==> src/rtl/sad_pkg.sv <==
package sad_pkg;
  typedef enum logic [1:0] {
    MT_IDLE = 2'd0,
    MT_RUN  = 2'd1,
    MT_END  = 2'd2
  } match_state_e;
endpackage

==> src/rtl/sad_absdiff.sv <==
module sad_absdiff #(
  parameter int PIX_W = 8
) (
  input  logic [PIX_W-1:0] a_pix,
  input  logic [PIX_W-1:0] b_pix,
  output logic [PIX_W-1:0] diff
);
  always_comb begin
    if (a_pix >= b_pix) diff = a_pix - b_pix;
    else                diff = b_pix - a_pix;
  end
endmodule

==> src/rtl/sad_lane_sum.sv <==
module sad_lane_sum #(
  parameter int LANES = 8,
  parameter int PIX_W = 8,
  parameter int SUM_W = PIX_W + $clog2(LANES)
) (
  input  logic [LANES*PIX_W-1:0] cur_word,
  input  logic [LANES*PIX_W-1:0] ref_word,
  output logic [SUM_W-1:0]       beat_sum
);
  localparam int MAX_SUM = LANES * ((1 << PIX_W) - 1);

  logic [PIX_W-1:0] lane_d [LANES];

  for (genvar k = 0; k < LANES; k++) begin : g_lane
    sad_absdiff #(.PIX_W(PIX_W)) u_ad (
      .a_pix(cur_word[k*PIX_W +: PIX_W]),
      .b_pix(ref_word[k*PIX_W +: PIX_W]),
      .diff (lane_d[k])
    );
  end

  always_comb begin
    beat_sum = '0;
    for (int k = 0; k < LANES; k++) begin
      beat_sum = beat_sum + SUM_W'(lane_d[k]);
    end
  end

  // the horizontal sum never exceeds eight full-scale differences
  always_comb begin
    assert_sum_range_R1: assert (32'(beat_sum) <= MAX_SUM);
  end
endmodule

==> src/rtl/sad_accum_ctrl.sv <==
module sad_accum_ctrl
  import sad_pkg::*;
#(
  parameter int SUM_W = 11,
  parameter int ACC_W = 16,
  parameter int BEATS = 32
) (
  input  logic             clk,
  input  logic             rst_n,
  input  logic             start,
  input  logic [ACC_W-1:0] limit,
  input  logic             limit_en,
  input  logic             beat_fire,
  input  logic [SUM_W-1:0] beat_sum,
  output logic [ACC_W-1:0] cost,
  output logic             finished,
  output logic             rejected,
  output logic             running
);
  localparam int CNT_W = $clog2(BEATS + 1);
  localparam logic [CNT_W-1:0] LAST_IDX = CNT_W'(BEATS - 1);

  match_state_e     state_q;
  logic [ACC_W-1:0] acc_q, acc_next;
  logic [CNT_W-1:0] cnt_q;
  logic [ACC_W-1:0] lim_q;
  logic             lim_en_q;
  logic             rej_q;
  logic             take, hit, last;

  assign take     = beat_fire && (state_q == MT_RUN);
  assign acc_next = acc_q + ACC_W'(beat_sum);
  assign hit      = lim_en_q && (acc_next >= lim_q);
  assign last     = (cnt_q == LAST_IDX);

  always_ff @(posedge clk or negedge rst_n) begin
    if (!rst_n) begin
      state_q  <= MT_IDLE;
      acc_q    <= '0;
      cnt_q    <= '0;
      lim_q    <= '0;
      lim_en_q <= 1'b0;
      rej_q    <= 1'b0;
    end else if (start) begin
      state_q  <= MT_RUN;
      acc_q    <= '0;
      cnt_q    <= '0;
      lim_q    <= limit;
      lim_en_q <= limit_en;
      rej_q    <= 1'b0;
    end else if (take) begin
      acc_q <= acc_next;
      cnt_q <= cnt_q + 1'b1;
      if (hit) begin
        state_q <= MT_END;
        rej_q   <= 1'b1;
      end else if (last) begin
        state_q <= MT_END;
      end
    end
  end

  assign cost     = acc_q;
  assign finished = (state_q == MT_END);
  assign rejected = rej_q;
  assign running  = (state_q == MT_RUN);

  assert_clear_on_start_R3: assert property (@(posedge clk) disable iff (!rst_n)
    start |=> (cost == '0 && !finished && !rejected && running));

  assert_reject_has_finish_R4: assert property (@(posedge clk) disable iff (!rst_n)
    rejected |-> finished);

  assert_full_count_R5: assert property (@(posedge clk) disable iff (!rst_n)
    (finished && !rejected) |-> (cnt_q == CNT_W'(BEATS)));

  assert_hold_when_stopped_R6: assert property (@(posedge clk) disable iff (!rst_n)
    (!running && !start) |=> ($stable(cost) && $stable(rejected)));

  assert_no_reject_disabled_R7: assert property (@(posedge clk) disable iff (!rst_n)
    (running && !lim_en_q && !start) |=> !rejected);

  assert_no_overflow_R2: assert property (@(posedge clk) disable iff (!rst_n)
    (running && !start) |=> (cost >= $past(cost)));
endmodule

==> src/rtl/sad_block_matcher.sv <==
module sad_block_matcher #(
  parameter int LANES    = 8,
  parameter int PIX_W    = 8,
  parameter int ACC_W    = 16,
  parameter int ROWS     = 16,
  parameter int ROW_BEAT = 2
) (
  input  logic                   clk,
  input  logic                   rst_n,
  input  logic                   start,
  input  logic [ACC_W-1:0]       limit,
  input  logic                   limit_en,
  input  logic                   pix_valid,
  output logic                   pix_ready,
  input  logic [LANES*PIX_W-1:0] cur_pix,
  input  logic [LANES*PIX_W-1:0] ref_pix,
  output logic [ACC_W-1:0]       cost,
  output logic                   finished,
  output logic                   rejected,
  output logic                   running
);
  localparam int BEATS = ROWS * ROW_BEAT;
  localparam int SUM_W = PIX_W + $clog2(LANES);

  logic [SUM_W-1:0] beat_sum;
  logic             beat_fire;

  assign pix_ready = !start;
  assign beat_fire = pix_valid && pix_ready;

  sad_lane_sum #(.LANES(LANES), .PIX_W(PIX_W), .SUM_W(SUM_W)) u_sum (
    .cur_word(cur_pix),
    .ref_word(ref_pix),
    .beat_sum(beat_sum)
  );

  sad_accum_ctrl #(.SUM_W(SUM_W), .ACC_W(ACC_W), .BEATS(BEATS)) u_ctrl (
    .clk      (clk),
    .rst_n    (rst_n),
    .start    (start),
    .limit    (limit),
    .limit_en (limit_en),
    .beat_fire(beat_fire),
    .beat_sum (beat_sum),
    .cost     (cost),
    .finished (finished),
    .rejected (rejected),
    .running  (running)
  );

  // a beat offered with start is not taken, so the cost cannot move
  assert_start_blocks_beat_R8: assert property (@(posedge clk) disable iff (!rst_n)
    (start && pix_valid) |=> (cost == '0));
endmodule

==> config.mk <==
export PLATFORM = sky130hd
export DESIGN_NAME = sad_block_matcher
export DESIGN_NICKNAME = d
export VERILOG_FILES = /design/src/rtl/sad_pkg.sv /design/src/rtl/sad_absdiff.sv /design/src/rtl/sad_lane_sum.sv /design/src/rtl/sad_accum_ctrl.sv /design/src/rtl/sad_block_matcher.sv
export SDC_FILE = /design/constraint.sdc
export NUM_CORES = 1
export LEC_CHECK = 0
export BUFFER_PORTS_ARGS = -buffer_cell sky130_fd_sc_hd__buf_2
export CORE_AREA = 4 4 188 190
export CTS_CLUSTER_SIZE = 28
export DETAILED_ROUTE_END_ITERATION = 16
export DIE_AREA = 0 0 192 194
export GPL_TIMING_DRIVEN = 1
export MAX_ROUTING_LAYER = met4
export PLACE_DENSITY = 0.54
export SKIP_LAST_GASP = 1
export SYNTH_ARGS = -nofsm -noshare
export SYNTH_HDL_FRONTEND = slang
export SYNTH_SLANG_ARGS = --single-unit
==> constraint.sdc <==
create_clock -name clk -period 4.85 [get_ports clk]
set_clock_uncertainty 0.15 [all_clocks]
set_input_delay 0.2425 -clock clk [delete_from_list [all_inputs] [get_ports clk]]
set_output_delay 0.2425 -clock clk [all_outputs]
set_load 0.05 [all_outputs]
==> reports/qor.csv, run 1 <==
stage,metric,value,unit
flow_run,maxCapViolCount,0,
min_path,hold_path.class,in -> reg,
global_route,grt_pass1_wl,45600,microns
clock_tree,clk_path_buf_depth,2,
sta,finalSetupTns,-42480,ps
worst_setup_path,crit_top_cell,fa_1,
sta,slew_violations,0,
cells_and_area,area_growth,46.0,%
global_route,grt_start_max_net_pins,43,
sta,fmax,115,MHz
die,die_x,192,microns
synth,ys_types,54,
clock_tree,clock-sinks,42,
routing,postRouteAntennaNets,0,
placement,io_buffers,168,
run_status,status,"complete, but fails checks",
synth,netlist_area,9630,sq um
synth,synthTopCellsByCount,"inv_1 (226), ha_1 (172), nor2_1 (90), a21oi_1 (70), nand2_1 (64)",
die,core_area,33400,sq um
synth,synth-edff-count,0,
sta,worst_pin_slew,1040,ps
clock_tree,h-tree-depth,2,
cells_and_area,num-nets-final,2019,
worst_setup_path,crit_arrival,8710,ps
synth,synthTopCellsByArea,"ha_1 (22%), fa_1 (12%), dfrtp_1 (11%)",
cells_and_area,stdcell_area,14000,sq um
global_route,grt_pass1_vias,9699,
global_route,grt_util_all_layers,0.149,
synth,yosysWarningCount,0,
synth,ys_seq_area_frac,0.109,
sta,hold_viol,0,
cells_and_area,drive_above_1_share,0.366,
synth,syn_nets,1576,
global_route,antenna_found_initial,2,
routing,drt_wl_total,27600,microns
synth,synth-seq-cells,42,
synth,synth_cells,1199,
worst_setup_path,path_class,in -> reg,
clock_tree,cts_root_buf,clkbuf_16,
routing,viasPerCell,4.48,
placement,gp_congestion,0.871,
worst_setup_path,cp_max_fo,5,
sta,relSlewSlack,0.310,
worst_setup_path,required,4870,ps
sta,finalSetupViolations,18,
placement,placed_cells,2060,
sta,min_period,8690,ps
global_route,overflow,0,
synth,synth_top_area_frac,0.224,
synth,synth_area_leader_cell,ha_1,
die,die_h,194,microns
cells_and_area,fin_cells,2093,
placement,dp_hpwl,24300,microns
worst_setup_path,crit_slowest_cell,fa_1,
die,start_util,0.288,
sta,rsz0062_at_grt,yes,
routing,drt_iter0_markers,321,
synth,synth-async-reset-ratio,1.00,
routing,vias,9369,
clock_tree,cts_tree,built,
die,die_area,37200,sq um
run_status,violations,negative setup slack,
worst_setup_path,startpoint_type,primary input,
clock_tree,clock_latency,280,ps
worst_setup_path,r2r_cells,16,
synth,synth_top_flop_cell,dfrtp_1,
synth,syn_area_per_cell,8.03,sq um
clock_tree,cts_buffers,5,
routing,first_pass_iters,4,
die,io_pins,169,
worst_setup_path,slowest_delay,540,ps
worst_setup_path,critical_path.endpoint_type,flip-flop,
sta,post-route-period-util,1.79,
die,row_count,67,
sta,setup_ws,-3840,ps
routing,wl_per_cell,13.2,microns
clock_tree,clk_pin_slew_worst_paths,60,ps
placement,placed_area,13300,sq um
min_path,hold_depth,3,
routing,drc_errors,0,
synth,synthMostInstantiatedCell,inv_1,
-- sequential cells by signal, summed over array words and instances, names as in the netlist --
signal and cells:
u_ctrl.rejected 1, u_ctrl.state_q 2, u_ctrl.lim_en_q 1, u_ctrl.lim_q 16
u_ctrl.cnt_q 6, u_ctrl.cost 16
-- worst paths after layout --
path,start,slack [ps],endpoint
worst max-delay path,cur_pix[8],-3840,u_ctrl.rejected$_DFFE_PN0P_
worst min-delay path,limit[2],10,u_ctrl.lim_q[2]$_DFFE_PN0P_
worst max register to register,u_ctrl.cost[0]$_DFFE_PN0P_,1200,u_ctrl.rejected$_DFFE_PN0P_
worst min register to register,u_ctrl.lim_q[0]$_DFFE_PN0P_,370,u_ctrl.lim_q[0]$_DFFE_PN0P_
max in group asynchronous,rst_n,3460,u_ctrl.cost[3]$_DFFE_PN0P_
min in group asynchronous,rst_n,500,u_ctrl.lim_q[11]$_DFFE_PN0P_
-- routing by layer --
metal | wire, microns | GRT usage | vias to the layer above
li1 | - | - | 4877
met5 | 0 | - | -
met1 | 13000 | 0.200 | 4342
met4 | 162 | 0.0145 | 0
met2 | 13300 | 0.254 | 141
met3 | 1030 | 0.0130 | 9
-- critical path: cells and delay by family --
| kind | cells | cell delay, ps |
|---|---|---|
| adders and majority gates | 10 | 3430 |
| buffers and inverters | 6 | 320 |
| AOI/OAI and AO/OA | 13 | 2340 |
| muxes | 1 | 340 |
| and+or+nand+nor | 10 | 1670 |
| xor gates and xnor gates | 2 | 330 |
-- cell usage in the layout (no fill, tap or decap), drive strengths merged, types with 8 or more instances in the layout --
cell / netlist / layout
buf: 7 / 469
inv: 226 / 226
ha: 172 / 172
nor2: 90 / 90
a21oi: 70 / 70
nand2: 64 / 64
o21ai: 58 / 58
fa: 56 / 56
mux2i: 50 / 50
dfrtp: 42 / 42
xnor2: 41 / 41
a21o: 37 / 37
xor2: 37 / 37
o21a: 26 / 26
nor2b: 25 / 25
o211ai: 18 / 18
nor3: 15 / 15
nand4: 14 / 14
and3: 14 / 14
a31oi: 13 / 13
nand3: 10 / 10
o41ai: 10 / 10
mux2: 9 / 9
a21boi: 8 / 8
-- stage by stage --
| step | hold WS (ps) | setup WS (ps) | utilization |
|---|---|---|---|
| final | 14.6 | -3840 | 0.420 |
| after floorplan | -203 | -3760 | - |
| after global routing | 30.0 | -4200 | 0.420 |
| after detailed placement | 297 | -4300 | 0.397 |
| after global placement | 295 | -4150 | 0.397 |
| after CTS | 9.43 | -3850 | 0.413 |
-- layout make-up --
class,instances,area [sq um]
diodes,2,5.00
clock buffers,5,125
clock inverters,3,21.3
fillers,3400,19400
inverters,226,863
multi-input cells,897,8250
flip-flops and latches,42,1050
well taps,448,561
repair buffers,470,3170
-- logic make-up after synthesis --
group	after synthesis	synth area share
AND/OR/NAND/NOR	254	0.123
buffers and inverters	260	0.103
XOR/XNOR	78	0.0710
flip-flops	42	0.109
adder cells (fa/ha/maj)	228	0.340
multiplexers	59	0.0625
AO/OA/AOI/OAI	278	0.192
-- timing repair --
item,4_1_cts,5_1_grt
setup buffers,20,4
hold endpoints to repair,42,0
endpoints found under the setup margin,18,18
hold buffers,1,0
pin swaps,52,27
resized for setup,49,37
Power of run 1 is left out: the tool's default activity adds up to more than one toggle a clock period on the data nets, which glitch-free logic cannot reach.
==> run 2: changes to the inputs <==
RECOVER_POWER = 50   (was not set)
clock period = 9 ns   (was 4.85 ns; I/O delays follow)
==> reports/qor.csv, run 2 (synthesized netlist as in run 1, its figures left out) <==
stage,metric,value,unit,change
sta,worst_pin_slew,2350,ps,+1320 ps
placement,io_buffers,168,,unchanged
global_route,grt_start_max_net_pins,63,,+47%
clock_tree,h-tree-depth,2,,unchanged
worst_setup_path,crit_arrival,8990,ps,+280 ps
cells_and_area,drive_above_1_share,0.247,,-0.119
run_status,status,"complete, but fails checks",,
worst_setup_path,required,9030,ps,+4160 ps
clock_tree,cts_hold_buf,0,,-1
worst_setup_path,crit_top_cell,inv_1,,
cells_and_area,num-nets-final,1825,,-9.6%
clock_tree,clk_path_buf_depth,2,,unchanged
worst_setup_path,crit_slowest_cell,fa_1,,
routing,drt_wl_total,26100,microns,-5.2%
min_path,worstHoldEndpoint,u_ctrl.lim_q[5]$_DFFE_PN0P_,,
routing,drc_errors,0,,unchanged
worst_setup_path,ff2ff_setup_slack,5270,ps,+4070 ps
global_route,grt_pass1_wl,43400,microns,-4.8%
sta,finalSetupViolations,0,,-18
worst_setup_path,path_buf_inv,7,,+1
sta,slew_violations,43,,+43
min_path,holdCritStartpoint,limit[5],,
min_path,hold_path.class,in -> reg,,
worst_setup_path,rr_endpoint,u_ctrl.state_q[1]$_DFFE_PN0P_,,
worst_setup_path,r2r_cells,16,,unchanged
sta,setup_ws,39.4,ps,+3880 ps
routing,first_pass_iters,7,,+3
clock_tree,clk_pin_slew_worst_paths,60,ps,about the same
global_route,overflow,0,,unchanged
global_route,grt_pass1_vias,9083,,-6.4%
sta,fmax,112,MHz,
worst_setup_path,r2r-start,u_ctrl.cost[0]$_DFFE_PN0P_,,
worst_setup_path,cp_max_fo,5,,unchanged
global_route,antenna_found_initial,7,,+5
clock_tree,cts_root_buf,clkbuf_16,,
clock_tree,cts_tree,built,,
sta,rsz0062_at_grt,yes,,
die,row_count,67,,unchanged
die,die_x,192,microns,unchanged
sta,post-route-period-util,0.996,,
routing,vias,8823,,-5.8%
run_status,violations,"max-capacitance violations, max-slew violations",,
cells_and_area,area_growth,26.8,%,
routing,postRouteAntennaNets,0,,unchanged
routing,drt_iter0_markers,317,,-1.2%
min_path,hold_depth,3,,unchanged
die,die_h,194,microns,unchanged
worst_setup_path,critical_path.endpoint_type,flip-flop,,
sta,relSlewSlack,-0.570,,-0.880
sta,hold_viol,0,,unchanged
die,core_area,33400,sq um,unchanged
routing,viasPerCell,4.63,,+3.5%
cells_and_area,layout_common_cells,"inv_1 (220), buf_2 (166), ha_1 (162), buf_4 (105), nor2_1 (89)",,
die,die_area,37200,sq um,unchanged
cells_and_area,regArea,1050,sq um,unchanged
clock_tree,clock_latency,280,ps,about the same
clock_tree,clock-sinks,42,,unchanged
routing,wl_per_cell,13.7,microns,+4.2%
cells_and_area,n_fill_cell,3564,,+4.8%
cells_and_area,multi_input_area,7890,sq um,-4.4%
worst_setup_path,startpoint_type,primary input,,
worst_setup_path,slowest_delay,530,ps,about the same
placement,dp_slack,-568,ps,+3730 ps
die,start_util,0.288,,unchanged
die,io_pins,169,,unchanged
cells_and_area,final_common_cell,inv_1,,
clock_tree,cts_buffers,5,,unchanged
worst_setup_path,path_class,in -> reg,,
worst_setup_path,cpLargestDelayFamily,adder cells,,
placement,gp_congestion,0.872,,+0.10%
flow_run,maxCapViolCount,1,,+1
sta,min_period,8960,ps,
global_route,grt_util_all_layers,0.142,,-0.00675
placement,dp_hpwl,23000,microns,-5.1%
run 2: cell count changes in the layout (fill, tap and decap cells not counted), sizes merged:
cell	before	now
clkinvlp	1	0
diode	2	7
bufinv	0	1
dlygate4sd3	1	0
clkbuf	5	8
clkinv	2	0
buf	469	275
run 2: layer usage:
layer / track usage / part of all wire / vias to the layer above
met2: 0.247 / 0.50 / 125
met4: 0.0195 / 0.0094 / 0
li1: - / - / 4496
met1: 0.182 / 0.46 / 4182
met3: 0.0173 / 0.035 / 20
met5: - / 0 / -
run 2: timing repair:
action,CTS,global route
setup buffers,12,3
pin swaps,44,23
gates resized for setup,29,20
endpoints found under the setup margin,3,3
run 2: worst min-delay path: stages:
cell and delay (ps):
buf_2 80, nand2_1 40, o21ai_0 60
run 2: cell type report:
class	count	area share
Multi-Input combinational cell	897	0.646
Timing Repair Buffer	276	0.137
Sequential cell	42	0.0861
Inverter	226	0.0697
Tap cell	448	0.0459
Clock buffer	7	0.0109
Clock inverter	1	0.00246
Antenna cell	7	0.00144
run 2: metrics by stage:
| step | std cells | hold slack, ps | area, sq um | utilization | setup TNS, ps |
|---|---|---|---|---|---|
| after global routing | 1904 | 224 | 12200 | 0.365 | -808 |
| final | 1904 | 221 | 12200 | 0.365 | 0 |
| after detailed placement | 1874 | 360 | 11700 | 0.350 | -1640 |
| after floorplan | 1199 | 4.41 | 9750 | - | 0 |
| after global placement | 1874 | 360 | 11700 | 0.350 | -1150 |
| after CTS | 1894 | 216 | 12100 | 0.362 | 0 |
run 2: how the worst max path moves through the flow:
| stage | start | to | slack [ps] | cells past startpoint |
|---|---|---|---|---|
| 2_1_floorplan | cur_pix[8] | u_ctrl.state_q[1]$_DFFE_PN0P_ | 6 | 40 |
| 3_3_place_gp | cur_pix[8] | u_ctrl.state_q[1]$_DFFE_PN0P_ | -400 | 39 |
| 3_5_place_dp | cur_pix[8] | u_ctrl.state_q[1]$_DFFE_PN0P_ | -570 | 40 |
| 4_1_cts | cur_pix[8] | u_ctrl.rejected$_DFFE_PN0P_ | 1 | 40 |
| 5_1_grt | cur_pix[8] | u_ctrl.rejected$_DFFE_PN0P_ | -300 | 42 |
| 6_report | cur_pix[0] | u_ctrl.state_q[1]$_DFFE_PN0P_ | 40 | 40 |
Power of run 2 is left out for the same reason.
==> run 3: changes to the inputs <==
PLACE_DENSITY = not set   (was 0.54)
==> reports/qor.csv, run 3 (synthesized netlist as in run 1, its figures left out) <==
stage,metric,value,unit,change
global_route,overflow,0,,unchanged
cells_and_area,area_growth,27.4,%,
sta,fmax,110,MHz,-1.2%
sta,hold_viol,0,,unchanged
routing,wl_per_cell,13.5,microns,-1.4%
die,die_h,194,microns,unchanged
routing,route.met2.wl,12700,microns,-2.8%
die,die_x,192,microns,unchanged
sta,relSlewSlack,-0.538,,+0.0322
clock_tree,cts_root_buf,clkbuf_16,,
sta,setup_ws,-65.8,ps,-105 ps
cells_and_area,stdcell_area,12300,sq um,+0.48%
routing,viasPerCell,4.62,,-0.38%
routing,wl_met3,896,microns,-2.5%
routing,wl_met1,12000,microns,+0.96%
die,start_util,0.288,,unchanged
die,io_pins,169,,unchanged
routing,first_pass_iters,4,,-3
clock_tree,clk_path_buf_depth,2,,unchanged
placement,placed_area,11800,sq um,+0.58%
global_route,grt_pass1_wl,42200,microns,-2.6%
routing,drt_iter0_markers,288,,-9.1%
clock_tree,cts_hold_buf,0,,unchanged
placement,dp_hpwl,22600,microns,-1.7%
die,row_count,67,,unchanged
flow_run,maxCapViolCount,1,,unchanged
global_route,antenna_found_initial,5,,-2
cells_and_area,final_common_cell,inv_1,,
routing,vias,8808,,-0.17%
placement,io_buffers,168,,unchanged
routing,highest_layer,met4,,
sta,worst_pin_slew,2310,ps,-48.3 ps
clock_tree,cts_buffers,5,,unchanged
sta,finalSetupTns,-121,ps,-121 ps
global_route,grt_start_max_net_pins,63,,unchanged
clock_tree,cts_tree,built,,
die,core_area,33400,sq um,unchanged
worst_setup_path,cp_max_fo,4,,-1
placement,dp_slack,-586,ps,-18.5 ps
sta,slew_violations,43,,unchanged
die,die_area,37200,sq um,unchanged
routing,drt_wl_total,25800,microns,-1.2%
worst_setup_path,startpoint_type,primary input,,
routing,postRouteAntennaNets,0,,unchanged
worst_setup_path,slowest_delay,550,ps,+20 ps
cells_and_area,layout_common_cells,"inv_1 (220), buf_2 (164), ha_1 (162), buf_4 (113), nor2_1 (90)",,
placement,gp_congestion,0.885,,+1.4%
cells_and_area,drive_above_1_share,0.253,,+0.00637
worst_setup_path,path_class,in -> reg,,
sta,fin_hold_ws,224,ps,+3.76 ps
sta,finalSetupViolations,2,,+2
worst_setup_path,crit_slowest_cell,fa_1,,
cells_and_area,num-nets-final,1832,,+0.38%
sta,min_period,9070,ps,+105 ps
cells_and_area,n_fill_cell,3428,,-3.8%
global_route,grt_util_all_layers,0.139,,-0.00344
min_path,hold_path.class,in -> reg,,
run_status,violations,"max-capacitance violations, max-slew violations, negative setup slack",,
worst_setup_path,crit_arrival,9090,ps,+100 ps
clock_tree,clock-sinks,42,,unchanged
worst_setup_path,required,9020,ps,about the same
routing,drc_errors,0,,unchanged
clock_tree,clock_latency,280,ps,about the same
clock_tree,clk_pin_slew_worst_paths,60,ps,about the same
sta,post-route-period-util,1.01,,+0.0117
clock_tree,h-tree-depth,2,,unchanged
run_status,status,"complete, but fails checks",,
worst_setup_path,critical_path.endpoint_type,flip-flop,,
sta,rsz0062_at_grt,yes,,
global_route,grt_pass1_vias,8941,,-1.6%
==> run 3: final timing paths <==
kind	start	slack, ps	end	depth (start not counted)
max	cur_pix[0]	-70	u_ctrl.state_q[1]$_DFFE_PN0P_	40
min	limit[14]	220	u_ctrl.lim_q[14]$_DFFE_PN0P_	3
max reg2reg	u_ctrl.cost[0]$_DFFE_PN0P_	5210	u_ctrl.state_q[1]$_DFFE_PN0P_	16
min reg2reg	u_ctrl.rejected$_DFFE_PN0P_	370	u_ctrl.rejected$_DFFE_PN0P_	1
max in group asynchronous	rst_n	6680	u_ctrl.cnt_q[5]$_DFFE_PN0P_	1
min in group asynchronous	rst_n	710	u_ctrl.lim_q[12]$_DFFE_PN0P_	1
==> run 3: layout make-up <==
cell class	count	area [sq um]	area share
flip-flops and latches	42	1050	0.0857
clock inverters	2	12.5	0.00102
clock buffers	6	139	0.0113
well taps	448	561	0.0457
repair buffers	283	1720	0.140
multi-input cells	897	7920	0.646
inverters	226	851	0.0694
diodes	4	10.0	0.000816
==> run 3: what timing repair did <==
item                                    CTS  global route
endpoints found under the setup margin    3             3
pin swaps                                33            29
resized for setup                        30            22
setup buffers                             9             4
==> run 3: worst max-delay path, delay by kind of cell <==
| kind | cells | cell delay (ps) |
|---|---|---|
| XOR/XNOR | 2 | 290 |
| AO/OA/AOI/OAI | 14 | 2790 |
| multiplexers | 1 | 240 |
| buffers and inverters | 8 | 560 |
| adder cells (fa/ha/maj) | 10 | 3710 |
| AND/OR/NAND/NOR | 5 | 1080 |
==> run 3: metal layers <==
| layer | global-route usage | vias up |
|---|---|---|
| li1 | - | 4497 |
| met1 | 0.183 | 4148 |
| met2 | 0.240 | 150 |
| met3 | 0.0126 | 13 |
| met4 | 0.0148 | 0 |
| met5 | - | - |
==> run 3: through the flow <==
step | std cells | utilization
floorplan | 1199 | -
global placement | 1883 | 0.352
detailed placement | 1883 | 0.352
CTS | 1900 | 0.362
global route | 1908 | 0.367
finish | 1908 | 0.367
Power of run 3 is left out for the same reason.
